`src/rtl/bar_pkg.sv`:
```
package bar_pkg;
  localparam int ADDR_W = 5;
  localparam int DATA_W = 8;
  localparam logic [1:0] GRP_LISTEN = 2'b01;
  localparam logic [1:0] GRP_TALK   = 2'b10;

  typedef struct packed {
    logic match;
    logic lgrp;
    logic tgrp;
    logic ones;
  } cmd_t;
endpackage

```
`src/rtl/bar_input_stage.sv`:
```
module bar_input_stage #(
  parameter int DATA_W = bar_pkg::DATA_W
) (
  input  logic              clk,
  input  logic              rst,
  input  logic [DATA_W-1:0] bus_d_n,
  input  logic              atn_n,
  input  logic              eoi_n,
  input  logic              dav_n,
  output logic [DATA_W-1:0] data,
  output logic              atn,
  output logic              accept
);
  logic dav, dav_q, eoi;

  assign data = ~bus_d_n;
  assign atn  = ~atn_n;
  assign eoi  = ~eoi_n;
  assign dav  = ~dav_n;

  // Start as if DAV was already seen, so a strobe held through reset is not taken.
  always_ff @(posedge clk) begin
    if (rst) dav_q <= 1'b1;
    else     dav_q <= dav;
  end

  assign accept = dav & ~dav_q & atn & ~eoi;


  strobe_once_chk: assert property (@(posedge clk) disable iff (rst)
    accept |=> !accept);
endmodule

```
`src/rtl/bar_cmd_decode.sv`:
```
module bar_cmd_decode #(
  parameter int DATA_W = bar_pkg::DATA_W,
  parameter int ADDR_W = bar_pkg::ADDR_W
) (
  input  logic [DATA_W-1:0] data,
  input  logic [ADDR_W-1:0] addr_sw,
  output bar_pkg::cmd_t     cmd
);
  localparam int GRP_LSB = ADDR_W;
  logic [1:0] grp;

  assign grp       = data[GRP_LSB+1:GRP_LSB];
  assign cmd.match = (data[ADDR_W-1:0] == addr_sw);
  assign cmd.ones  = &data[ADDR_W-1:0];
  assign cmd.lgrp  = (grp == bar_pkg::GRP_LISTEN);
  assign cmd.tgrp  = (grp == bar_pkg::GRP_TALK);
endmodule

```
`src/rtl/bar_state_flags.sv`:
```
module bar_state_flags (
  input  logic          clk,
  input  logic          rst,
  input  logic          accept,
  input  bar_pkg::cmd_t cmd,
  input  logic          listen_only,
  output logic          listen_flag,
  output logic          talk_flag
);
  always_ff @(posedge clk) begin
    if (rst) begin
      listen_flag <= 1'b0;
    end else if (accept && cmd.lgrp) begin
      if (cmd.ones)       listen_flag <= 1'b0;
      else if (cmd.match) listen_flag <= 1'b1;
    end
  end

  always_ff @(posedge clk) begin
    if (rst || listen_only) talk_flag <= 1'b0;
    else if (accept && cmd.tgrp) talk_flag <= cmd.match;
  end


  unlisten_clr_chk: assert property (@(posedge clk) disable iff (rst)
    (accept && cmd.lgrp && cmd.ones) |=> !listen_flag);

  talk_off_chk: assert property (@(posedge clk) disable iff (rst)
    listen_only |=> !talk_flag);

  listen_hold_chk: assert property (@(posedge clk) disable iff (rst)
    !accept |=> $stable(listen_flag));

  talk_iso_chk: assert property (@(posedge clk) disable iff (rst)
    (accept && !cmd.tgrp && !listen_only) |=> $stable(talk_flag));
endmodule

```
`src/rtl/bus_addr_recognizer.sv`:
```
module bus_addr_recognizer #(
  parameter int DATA_W = bar_pkg::DATA_W,
  parameter int ADDR_W = bar_pkg::ADDR_W
) (
  input  logic              clk,
  input  logic              rst,
  input  logic [DATA_W-1:0] bus_d_n,
  input  logic              atn_n,
  input  logic              eoi_n,
  input  logic              dav_n,
  input  logic [ADDR_W-1:0] addr_sw,
  input  logic              listen_only,
  output logic              my_addr,
  output logic              listen_flag,
  output logic              talk_flag
);
  logic [DATA_W-1:0] data;
  logic              atn, accept;
  bar_pkg::cmd_t     cmd;

  bar_input_stage #(.DATA_W(DATA_W)) u_in (
    .clk(clk), .rst(rst), .bus_d_n(bus_d_n), .atn_n(atn_n),
    .eoi_n(eoi_n), .dav_n(dav_n), .data(data), .atn(atn), .accept(accept));

  bar_cmd_decode #(.DATA_W(DATA_W), .ADDR_W(ADDR_W)) u_dec (
    .data(data), .addr_sw(addr_sw), .cmd(cmd));

  bar_state_flags u_flags (
    .clk(clk), .rst(rst), .accept(accept), .cmd(cmd),
    .listen_only(listen_only), .listen_flag(listen_flag), .talk_flag(talk_flag));

  assign my_addr = atn & cmd.match;


  my_addr_atn_chk: assert property (@(posedge clk) disable iff (rst)
    my_addr |-> !atn_n);

  eoi_block_chk: assert property (@(posedge clk) disable iff (rst)
    !eoi_n |=> ($stable(listen_flag) && (listen_only || $stable(talk_flag))));
endmodule

```
`config.mk`:
```
export PLATFORM = sky130hd
export DESIGN_NAME = bus_addr_recognizer
export DESIGN_NICKNAME = d
export VERILOG_FILES = /design/src/rtl/bar_pkg.sv /design/src/rtl/bar_input_stage.sv /design/src/rtl/bar_cmd_decode.sv /design/src/rtl/bar_state_flags.sv /design/src/rtl/bus_addr_recognizer.sv
export SDC_FILE = /design/constraint.sdc
export NUM_CORES = 1
export LEC_CHECK = 0
export ABC_AREA = 1
export BUFFER_PORTS_ARGS = -buffer_cell sky130_fd_sc_hd__buf_2
export CORE_AREA = 2 2 39 41
export DETAILED_ROUTE_END_ITERATION = 6
export DIE_AREA = 0 0 41 43
export GPL_ROUTABILITY_DRIVEN = 0
export GPL_TIMING_DRIVEN = 0
export SETUP_SLACK_MARGIN = 0.05
export SYNTH_ARGS = -nofsm -noshare
export SYNTH_HDL_FRONTEND = slang
export SYNTH_SLANG_ARGS = --single-unit
export TNS_END_PERCENT = 10
```
`constraint.sdc`:
```
create_clock -name clk -period 1.1 [get_ports clk]
set_input_delay 0.11 -clock clk [delete_from_list [all_inputs] [get_ports clk]]
set_output_delay 0.11 -clock clk [all_outputs]
set_load 0.05 [all_outputs]
```
==> out/results.ini <==
[run_status]
status=finished, final reports clean

[critical_path]
crit_path_top_delay_cell=buf_4
cp.required_ns=0.99
worstPathArrival_ns=0.87
path_buf_inv=3
crit_type=input port to primary output
cp-start-kind=input port
crit_path_max_fanout=3
critPathCaptureType=primary output
crit_family=simple AND/OR/NAND/NOR gates
max_stage_delay_ns=0.19
crit_chain=buf_2, nand2_1, nand2_1, inv_1, nand2_2, nor2_4, nand2_2, nor2_2, buf_4

[global_route]
grt_pass1_vias=326
overflow=0
grt.total_usage_pct=8.42
grt_antenna_before_repair=0
grt_pass1_wl_mm=1.04
grt_max_degree=4

[job]
max-cap-violations=0

[timing]
timing.hold.ws_ns=0.0635
worstMarginPinSlew_ns=0.249
min_period_ns=0.984
finalSetupViolCount=0
fin_crit_sh_pct=89.4
grt_setup_unrepaired=no
maxSlewViolCount=0
fin_ws_ns=0.116
timing.fmax_mhz=1020
fin_skew_ns=0.000908
slew-limit-headroom_pct=83.5
hold_violations=0
tns_ns=0

[synth]
yosysSeqAreaShare_pct=20.3
syn-num-nets=68
synth_edf_count=0
synth_top_cell_area_share_pct=20.3
syn_area_sq_um=295
synthTopCellsByCount=inv_1 (11), nand2_1 (11), nor2_1 (5)
postSynthCellCount=49
synthArstFlopShare_pct=0
yosys_warnings=0
synthFlopType=dfxtp_1
ys_top_cells_by_area=dfxtp_1 (20%), inv_1 (14%), nand2_1 (14%), nand2_2 (8.5%), nor2_4 (7.6%)
post-synth-top-area-cell=dfxtp_1
avgSynthCellArea_sq_um=6.03
synth_cell_type_count=15
ys_seq_elements=3

[drt]
viasPerCell=3.89
drt_iter0_markers=1
drt_first_pass_iters=2
vias=346
drc_errors=0
drt-wirelength-per-cell_um=6.64
drt_wl_total_um=591
ant_nets=0

[cts]
clk_path_buf_depth=2
cts_tree=done
numCtsBuffers=3
path_clk_slew_ns=0.04
clk_latency_ns=0.23
htree_levels=1
ctsHoldBuffers=0
cts.sinks=3
cts_root_buf=clkbuf_4

[final_layout]
drive_above_1_share_pct=52.1
fill_cells=170
fin_nets=93
area_growth_pct=51.3
antenna_cells=0
stdcell_area_sq_um=447

[placed_design]
dpl.hpwl_um=561
pre_cts_ws_ns=0.0507
port_buffers=20
placed_cell_area_sq_um=418

[power_and_ir_drop]
ir_worst_vdd_uv=341
p_leak_nw=0.252
power_uw=400
power_density_nw_per_um2=895

[die]
fp.coreArea_sq_um=1380
top_level_ports=22
initial_core_util_pct=21.3
die_h_um=43
die_w_um=41
dieArea_sq_um=1760
fp-row-count=14

[hold_path]
hold_class=input port to flip-flop

[placed cells by master, fill, tap and decap left out]
cell / synthesis / routed
o21ai_0: 1 / 1
nor2_2: 2 / 3
a21oi_2: 2 / 2
nand3_2: 1 / 1
inv_1: 11 / 11
clkbuf_4: 0 / 3
o21ai_1: 1 / 1
buf_4: 0 / 1
nor2_4: 2 / 2
nor2_1: 5 / 4
inv_2: 1 / 1
nand3_1: 2 / 2
dfxtp_1: 3 / 3
nand2_1: 11 / 11
buf_2: 0 / 19
o21ai_2: 2 / 2
clkbuf_1: 0 / 1
nand2_2: 4 / 4
nor3_1: 1 / 1
[what timing repair did]
action | CTS | global route
buffers inserted | 0 | 0
setup endpoints to repair | 1 | 0
gates resized for setup | 1 | 0
[worst register-to-register path, cell delays in order (launching register included)]
cell and delay, ns:
dfxtp_1 0.29, nor2_1 0.14, nand2_1 0.08, nor2_2 0.11, nand3_1 0.08, nand2_1 0.07, a21oi_2 0.03
[worst paths after layout]
path	slack (ns)	startpoint	cells past startpoint	endpoint
hold reg to reg	0.46	u_flags.listen_flag	2	u_flags.listen_flag
setup reg to reg	0.19	u_in.dav_q	6	u_flags.listen_flag
setup / recovery	0.12	bus_d_n[4]	9	my_addr
hold / removal	0.06	dav_n	2	u_in.dav_q
[cell families after synthesis]
| group | count (synthesis) | synth area share [%] |
|---|---|---|
| buf+inv | 12 | 15.3 |
| flops | 3 | 20.3 |
| simple gates | 28 | 49.1 |
| compound gates | 6 | 15.3 |
[area by class of cell]
type	instances	area, sq um	share of cell area (%)
well taps	16	20.0	4.48
flip-flops and latches	3	60.1	13.4
repair buffers	20	103	23.0
inverters	12	45.0	10.1
clock buffers	4	26.3	5.88
multi-input cells	34	193	43.1
[stage by stage]
step | utilization, % | std cells
detailed placement | 30.2 | 85
global route | 32.3 | 89
floorplan | - | 49
global placement | 30.2 | 85
finish | 32.3 | 89
CTS | 32.3 | 89
[power by group]
part	switching (mW)	internal, mW
clock	0.0528	0.136
combinational	0.0546	0.0447
sequential	0.000609	0.112
[state kept, by name, summed over array words and instances, names as in the netlist]
signal	flops
u_flags.listen_flag	1
u_flags.talk_flag	1
u_in.dav_q	1
[per-layer routing]
metal	track usage, %	part of all wire, %
met1	8.63	40
met2	14.1	52
met3	3.14	8.6
met4	4.00	0
met5	0	0
Note: power is estimated with default switching activity, not from simulation.
